`config.mk`:
```
export PLATFORM = sky130hd
export DESIGN_NAME = pci_parity_responder
export DESIGN_NICKNAME = d
export VERILOG_FILES = /design/src/rtl/pci_par_pkg.sv /design/src/rtl/pci_par_side_pipe.sv /design/src/rtl/pci_perr_driver.sv /design/src/rtl/pci_par_status.sv /design/src/rtl/pci_parity_responder.sv
export SDC_FILE = /design/constraint.sdc
export NUM_CORES = 1
export LEC_CHECK = 0
export ABC_AREA = 1
export BUFFER_PORTS_ARGS = -buffer_cell sky130_fd_sc_hd__buf_2
export CORE_ASPECT_RATIO = 0.5
export CORE_MARGIN = 10
export CORE_UTILIZATION = 49
export DETAILED_ROUTE_END_ITERATION = 6
export PLACE_DENSITY = 0.81
export SLEW_MARGIN = 20
export SYNTH_ARGS = -nofsm -noshare
export SYNTH_HDL_FRONTEND = slang
export SYNTH_HIERARCHICAL = 1
export SYNTH_SLANG_ARGS = --single-unit
```
`constraint.sdc`:
```
create_clock -name clk -period 1.53 [get_ports clk]
set_clock_uncertainty 0.05 [all_clocks]
set_input_delay 0.306 -clock clk [delete_from_list [all_inputs] [get_ports clk]]
set_output_delay 0.306 -clock clk [all_outputs]
set_load 0.02 [all_outputs]
```
`src/rtl/pci_par_pkg.sv`:
```
// Shared definitions for the bridge parity responder.
// Assumes exactly two bus sides, indexed primary then secondary.
package pci_par_pkg;

    localparam int NSIDE    = 2;
    localparam int SIDE_PRI = 0;
    localparam int SIDE_SEC = 1;

    // Facts captured at the end of a data phase, used one clock later with PAR.
    typedef struct packed {
        logic vld;      // a data phase was seen
        logic exp_par;  // even parity over AD and C/BE#
        logic rx;       // bridge was target of a write
        logic posted;   // that write was posted
        logic dw;       // delayed write with a completion waiting
        logic pb;       // far bus reported an error for this phase
    } stage_t;

endpackage

```
`src/rtl/pci_par_side_pipe.sv`:
```
// Per-side parity pipeline. Clock k: capture parity of AD/C/BE# on a data
// phase. Clock k+1: compare with PAR and register all responses, which are
// seen in clock k+2. Assumes PAR for clock k arrives in clock k+1.
module pci_par_side_pipe
    import pci_par_pkg::*;
#(
    parameter int DATA_W = 32,
    parameter int BE_W   = 4
) (
    input  logic              clk,
    input  logic              rst_n,
    input  logic [DATA_W-1:0] ad,
    input  logic [BE_W-1:0]   cbe_n,
    input  logic              par,
    input  logic              irdy_n,
    input  logic              trdy_n,
    input  logic              rx_write,
    input  logic              posted,
    input  logic              dw_stat_rdy,
    input  logic              passback,
    input  logic              own_en,
    input  logic              both_en,
    output logic              det_err,
    output logic              perr_req,
    output logic              fwd_req,
    output logic              dw_release,
    output logic              dw_hold
);

    stage_t s1_q;
    logic   dphase;
    logic   mismatch;

    assign dphase = !irdy_n && !trdy_n;

    // Capture the data-phase context and the expected parity bit.
    always_ff @(posedge clk) begin
        if (!rst_n) begin
            s1_q <= '0;
        end else begin
            s1_q.vld     <= dphase;
            s1_q.exp_par <= ^{ad, cbe_n};
            s1_q.rx      <= dphase && rx_write;
            s1_q.posted  <= dphase && posted;
            s1_q.dw      <= dphase && rx_write && !posted && dw_stat_rdy;
            s1_q.pb      <= dphase && passback;
        end
    end

    // Compare PAR arriving now with the captured expectation.
    always_comb begin
        mismatch = par ^ s1_q.exp_par;
        det_err  = s1_q.vld && mismatch;
    end

    // Register the responses so they appear two clocks after the data phase.
    always_ff @(posedge clk) begin
        if (!rst_n) begin
            perr_req   <= 1'b0;
            fwd_req    <= 1'b0;
            dw_release <= 1'b0;
            dw_hold    <= 1'b0;
        end else begin
            perr_req   <= (det_err && s1_q.rx && own_en) || (s1_q.pb && both_en);
            fwd_req    <= det_err && s1_q.rx && s1_q.posted;
            dw_release <= s1_q.dw && !mismatch;
            dw_hold    <= s1_q.dw && mismatch;
        end
    end

    // a clock without a full handshake never yields a detected error next clock.
    p_no_check_idle_r9: assert property (@(posedge clk) disable iff (!rst_n)
        (irdy_n || trdy_n) |=> !det_err);

    // release and hold exclude each other.
    p_hold_release_excl_r7: assert property (@(posedge clk) disable iff (!rst_n)
        !(dw_hold && dw_release));

    // forwarding is only for posted writes, never alongside a delayed decision.
    p_fwd_only_posted_r6: assert property (@(posedge clk) disable iff (!rst_n)
        fwd_req |-> !(dw_hold || dw_release));

endmodule

```
`src/rtl/pci_perr_driver.sv`:
```
// Shapes PERR# for one side: low while a request is present, high for one
// clock after the last low clock, then released. Assumes the request comes
// from a register.
module pci_perr_driver (
    input  logic clk,
    input  logic rst_n,
    input  logic perr_req,
    output logic perr_n,
    output logic perr_oe
);

    logic last_q;

    // Remember that PERR# was low so it is driven high for one more clock.
    always_ff @(posedge clk) begin
        if (!rst_n) last_q <= 1'b0;
        else        last_q <= perr_req;
    end

    // Drive the pin value and its enable.
    always_comb begin
        perr_n  = !perr_req;
        perr_oe = perr_req || last_q;
    end

    // a low PERR# is always driven.
    p_perr_low_driven_r3: assert property (@(posedge clk) disable iff (!rst_n)
        !perr_n |-> perr_oe);

    // the clock after the last low one is driven high.
    p_perr_release_high_r4: assert property (@(posedge clk) disable iff (!rst_n)
        $fell(perr_req) |-> (perr_oe && perr_n));

endmodule

```
`src/rtl/pci_par_status.sv`:
```
// Sticky detected-parity-error bits, one per side, cleared by writing ones.
// Assumes a new error and a clear in the same clock leave the bit set.
module pci_par_status #(
    parameter int NBITS = 2
) (
    input  logic             clk,
    input  logic             rst_n,
    input  logic [NBITS-1:0] set_err,
    input  logic             clr_wr,
    input  logic [NBITS-1:0] clr_mask,
    output logic [NBITS-1:0] stat
);

    logic [NBITS-1:0] clr_eff;
    logic [NBITS-1:0] keep;

    // Bits selected for clearing this clock.
    always_comb begin
        clr_eff = clr_wr ? clr_mask : '0;
        keep    = stat & ~clr_eff;
    end

    // Hold, clear and set the sticky bits.
    always_ff @(posedge clk) begin
        if (!rst_n) stat <= '0;
        else        stat <= keep | set_err;
    end

    // bits not being cleared stay set.
    p_sticky_r2: assert property (@(posedge clk) disable iff (!rst_n)
        (|keep) |=> ((stat & $past(keep)) == $past(keep)));

    // a clear with no competing error empties the selected bits.
    p_clear_r2: assert property (@(posedge clk) disable iff (!rst_n)
        (clr_wr && !(|set_err)) |=> ((stat & $past(clr_mask)) == '0));

endmodule

```
`src/rtl/pci_parity_responder.sv`:
```
// Top of the bridge parity responder. Runs one parity pipeline and one PERR#
// driver per side, routes forward-bad-parity to the opposite side and keeps
// the sticky status. Assumes enables are stable across a transfer.
module pci_parity_responder
    import pci_par_pkg::*;
#(
    parameter int DATA_W = 32,
    parameter int BE_W   = 4
) (
    input  logic              clk,
    input  logic              rst_n,
    input  logic              pri_perr_en,
    input  logic              sec_perr_en,
    input  logic [DATA_W-1:0] p_ad,
    input  logic [BE_W-1:0]   p_cbe_n,
    input  logic              p_par,
    input  logic              p_irdy_n,
    input  logic              p_trdy_n,
    input  logic              p_rx_write,
    input  logic              p_posted,
    input  logic              p_dw_stat_rdy,
    input  logic              p_passback,
    input  logic [DATA_W-1:0] s_ad,
    input  logic [BE_W-1:0]   s_cbe_n,
    input  logic              s_par,
    input  logic              s_irdy_n,
    input  logic              s_trdy_n,
    input  logic              s_rx_write,
    input  logic              s_posted,
    input  logic              s_dw_stat_rdy,
    input  logic              s_passback,
    input  logic              stat_clr_wr,
    input  logic [NSIDE-1:0]  stat_clr_mask,
    output logic [NSIDE-1:0]  par_err_stat,
    output logic              p_perr_n,
    output logic              p_perr_oe,
    output logic              s_perr_n,
    output logic              s_perr_oe,
    output logic              p_fwd_bad_par,
    output logic              s_fwd_bad_par,
    output logic              p_dw_release,
    output logic              p_dw_hold,
    output logic              s_dw_release,
    output logic              s_dw_hold
);

    logic [DATA_W-1:0] ad_v   [NSIDE];
    logic [BE_W-1:0]   cbe_v  [NSIDE];
    logic [NSIDE-1:0]  par_v, irdy_v, trdy_v, rx_v, post_v, dwr_v, pb_v, own_en_v;
    logic [NSIDE-1:0]  det_v, req_v, fwd_v, rel_v, hold_v, perr_n_v, oe_v;
    logic              both_en;

    // Gather the per-side inputs into side-indexed vectors.
    always_comb begin
        ad_v[SIDE_PRI]  = p_ad;
        ad_v[SIDE_SEC]  = s_ad;
        cbe_v[SIDE_PRI] = p_cbe_n;
        cbe_v[SIDE_SEC] = s_cbe_n;
        par_v    = {s_par, p_par};
        irdy_v   = {s_irdy_n, p_irdy_n};
        trdy_v   = {s_trdy_n, p_trdy_n};
        rx_v     = {s_rx_write, p_rx_write};
        post_v   = {s_posted, p_posted};
        dwr_v    = {s_dw_stat_rdy, p_dw_stat_rdy};
        pb_v     = {s_passback, p_passback};
        own_en_v = {sec_perr_en, pri_perr_en};
        both_en  = pri_perr_en && sec_perr_en;
    end

    for (genvar gi = 0; gi < NSIDE; gi++) begin : g_side
        pci_par_side_pipe #(
            .DATA_W (DATA_W),
            .BE_W   (BE_W)
        ) i_pipe (
            .clk         (clk),
            .rst_n       (rst_n),
            .ad          (ad_v[gi]),
            .cbe_n       (cbe_v[gi]),
            .par         (par_v[gi]),
            .irdy_n      (irdy_v[gi]),
            .trdy_n      (trdy_v[gi]),
            .rx_write    (rx_v[gi]),
            .posted      (post_v[gi]),
            .dw_stat_rdy (dwr_v[gi]),
            .passback    (pb_v[gi]),
            .own_en      (own_en_v[gi]),
            .both_en     (both_en),
            .det_err     (det_v[gi]),
            .perr_req    (req_v[gi]),
            .fwd_req     (fwd_v[gi]),
            .dw_release  (rel_v[gi]),
            .dw_hold     (hold_v[gi])
        );

        pci_perr_driver i_perr (
            .clk      (clk),
            .rst_n    (rst_n),
            .perr_req (req_v[gi]),
            .perr_n   (perr_n_v[gi]),
            .perr_oe  (oe_v[gi])
        );
    end

    pci_par_status #(
        .NBITS (NSIDE)
    ) i_status (
        .clk      (clk),
        .rst_n    (rst_n),
        .set_err  (det_v),
        .clr_wr   (stat_clr_wr),
        .clr_mask (stat_clr_mask),
        .stat     (par_err_stat)
    );

    // Spread the per-side results onto the ports; forwarding crosses sides.
    always_comb begin
        p_perr_n      = perr_n_v[SIDE_PRI];
        p_perr_oe     = oe_v[SIDE_PRI];
        s_perr_n      = perr_n_v[SIDE_SEC];
        s_perr_oe     = oe_v[SIDE_SEC];
        s_fwd_bad_par = fwd_v[SIDE_PRI];
        p_fwd_bad_par = fwd_v[SIDE_SEC];
        p_dw_release  = rel_v[SIDE_PRI];
        p_dw_hold     = hold_v[SIDE_PRI];
        s_dw_release  = rel_v[SIDE_SEC];
        s_dw_hold     = hold_v[SIDE_SEC];
    end

    // PERR# from any cause needs at least one enable set when it is raised.
    p_perr_needs_en_r5: assert property (@(posedge clk) disable iff (!rst_n)
        ($rose(p_perr_oe) || $rose(s_perr_oe)) |-> $past(pri_perr_en || sec_perr_en));

endmodule

```
==> impl_metrics.tcl <==
set metrics [dict create \
    vias_per_cell 4.31 \
    cts_tree "yes" \
    antenna_found_initial 1 \
    port_buffers 104 \
    grt_use_total 0.142 \
    end_kind "primary output" \
    placedCellCount 719 \
    setup-violations-final 0 \
    netlist_area_mm2 0.00255 \
    slew_headroom 0.786 \
    post_drt_wl_per_cell_um 8.59 \
    final_cells 723 \
    worstReg2RegStart "g_side[0].i_pipe/s1_q[4]$_SDFF_PN0_" \
    drv_cap 0 \
    power_density_mw_per_mm2 567 \
    ys_warn_count 6 \
    area_growth_pct 26.0 \
    cp_top_family "flip-flops" \
    synth_compound_area_frac 0.0118 \
    critPathMaxFanout 2 \
    critPathKind "reg -> out" \
    most-common-layout-cells "355 x nand2_1, 104 x buf_2, 90 x inv_1" \
    post-dp-hpwl_um 5680 \
    cts-root-buf "clkbuf_8" \
    first_pass_iters 4 \
    synth_area_leaders "nand2_1 52%, dfxtp_1 19%, inv_1 13%" \
    tightest_slew_ns 0.319 \
    required_ns 1.17 \
    grt_max_degree 14 \
    cp.buffers_inverters 2 \
    dr.first_iter.drc_count 101 \
    synth_adder_area_share 0 \
    nNetsFinal 747 \
    max_freq_ghz 0.835 \
    cts_buffers 3 \
    reg2reg_depth 4 \
    drive_gt1_frac 0.211 \
    routabilityCongestion 0.849 \
    finalSetupTns_ns 0 \
    io_pins 105 \
    fp.dieW_um 122 \
    htree_levels 1 \
    rows 18 \
    n_antenna_cell 0 \
    crit_start "g_side[0].i_pipe/perr_req$_SDFF_PN0_" \
    final_hold_viol_count 0 \
    peakVddDrop_uv 363 \
    grt_pass1_wl_um 11000 \
    design_area_mm2 0.00322 \
    grt_pass1_vias 2891 \
    finalCriticalPeriod_ns 1.20 \
    cts.sinks 24 \
    status "finished, final reports clean" \
    insertion_delay_ns 0.26 \
    cp-start-kind "register" \
    initial_core_util 0.513 \
    rsz0062_at_grt "false" \
    vias 3113 \
    overflow 0 \
    endpoint "p_perr_oe" \
    synth_xor_area_frac 0.0274 \
    clk_pin_slew_ns 0.08 \
    r2r_end "g_side[0].i_pipe/perr_req$_SDFF_PN0_" \
    yosys.area_share.simple 0.626 \
    coreArea_mm2 0.00498 \
    path_depth 3 \
    path_cells "inv_1 -> nand2_1 -> buf_2" \
    drc 0 \
    routed_wirelength_um 6210 \
    cp_slowest_cell "dfxtp_1" \
    die_area_mm2 0.00867 \
    syn_inst 545 \
    dieHeight_um 71.0 \
    antenna_left 0 \
    synthesis.nets 638 \
    layout_commonest_cell "nand2_1" \
    synth.ff_latch_count 24 \
    crit_arrival_ns 0.84 \
    post_cts_buffers 0 \
    dpl-instance-area_mm2 0.00316 \
    cts.path.max_buffers 2 \
    hold_path_class "in -> reg" \
    synth.avg_cell_area_um2 4.69 \
    hold_depth 2 \
    synth_top_area_share 0.522 \
    muxShareOfSynthArea 0 \
    slowest_delay_ns 0.33 \
    yosysUniqueCellTypes 11 \
    yosysSeqAreaShare 0.188 \
    postCtsHoldBufs 0 \
    synth_top_family_by_area "simple AND/OR/NAND/NOR gates" \
    yosys.area.top_type "nand2_1" \
    cts_resized 0 \
    reg2reg_setup_slack_ns 0.51 \
    p_leak_nw 2.29 \
    period_share 0.783 \
    drv_slew 0 \
]
## cell families (layout without fill, tap and decap cells)
logic type / after synthesis / count (layout)
xor gates and xnor gates: 8 / 8
buffers and inverters: 100 / 208
DFF: 24 / 24
and+or+nand+nor: 407 / 407
AOI/OAI and AO/OA: 6 / 6
## power breakdown
part	internal [mW]	switching, mW
logic	0.307	0.451
clock network	0.229	0.183
registers	0.645	0.0105
total	1.18	0.644
## worst register-to-register path, delay by kind of cell (launching register included)
kind                      cells  cell delay [ns]
and+or+nand+nor               2             0.29
xor gates and xnor gates      1             0.17
AOI/OAI and AO/OA             1             0.12
DFF                           1             0.34
## stage by stage
| stage | setup WS, ns | power (mW) | hold slack [ns] | util |
|---|---|---|---|---|
| floorplan | 0.305 | 1.19 | 0.328 | - |
| global placement | 0.0995 | 1.41 | 0.363 | 0.635 |
| detailed placement | 0.0695 | 1.43 | 0.370 | 0.635 |
| CTS | 0.320 | 1.85 | 0.150 | 0.646 |
| global route | 0.122 | 2.01 | 0.155 | 0.646 |
| finish | 0.332 | 1.82 | 0.153 | 0.646 |
## synthesized netlist by cell type
cell and instances:
nand2_1 355, nand3_2 2, nand3_1 10, inv_1 90, a21oi_1 6, nor2_2 2, dfxtp_1 24, xnor2_1 8
nand2_2 16, inv_2 10, nor2_1 22
## worst min path at each step
| stage | from | end |
|---|---|---|
| after detailed placement | g_side[0].i_pipe/perr_req$_SDFF_PN0_ | g_side[0].i_perr/last_q$_SDFF_PN0_ |
| final | p_posted | g_side[0].i_pipe/s1_q[1]$_SDFF_PN0_ |
| after CTS | p_posted | g_side[0].i_pipe/s1_q[1]$_SDFF_PN0_ |
| after floorplan | p_posted | g_side[0].i_pipe/s1_q[1]$_SDFF_PN0_ |
| after global placement | g_side[0].i_pipe/perr_req$_SDFF_PN0_ | g_side[0].i_perr/last_q$_SDFF_PN0_ |
| after global routing | p_posted | g_side[0].i_pipe/s1_q[1]$_SDFF_PN0_ |
## sequential cells by signal (all words and copies together) (netlist names)
register and count:
g_side.i_pipe/s1_q 12, g_side.i_perr/last_q 2, g_side.i_pipe/dw_hold 2, g_side.i_pipe/dw_release 2, g_side.i_pipe/fwd_req 2, g_side.i_pipe/perr_req 2, i_status/stat 2
## layout make-up
class | instances | area, um2
Tap cell | 70 | 87.6
Sequential cell | 24 | 480
Timing Repair Buffer | 104 | 520
Inverter | 100 | 375
Fill cell | 520 | 1760
Multi-Input combinational cell | 421 | 1700
Clock buffer | 4 | 55.1
## metal layers
metal  vias up  global-route usage  routed length [um]
met5         -                   0                   0
met2        67               0.264                2830
met3         4              0.0467                 613
met4         0              0.0182                  28
li1       1778                   -                   -
met1      1264               0.158                2740
No activity file was read; power rests on OpenSTA's default activity.
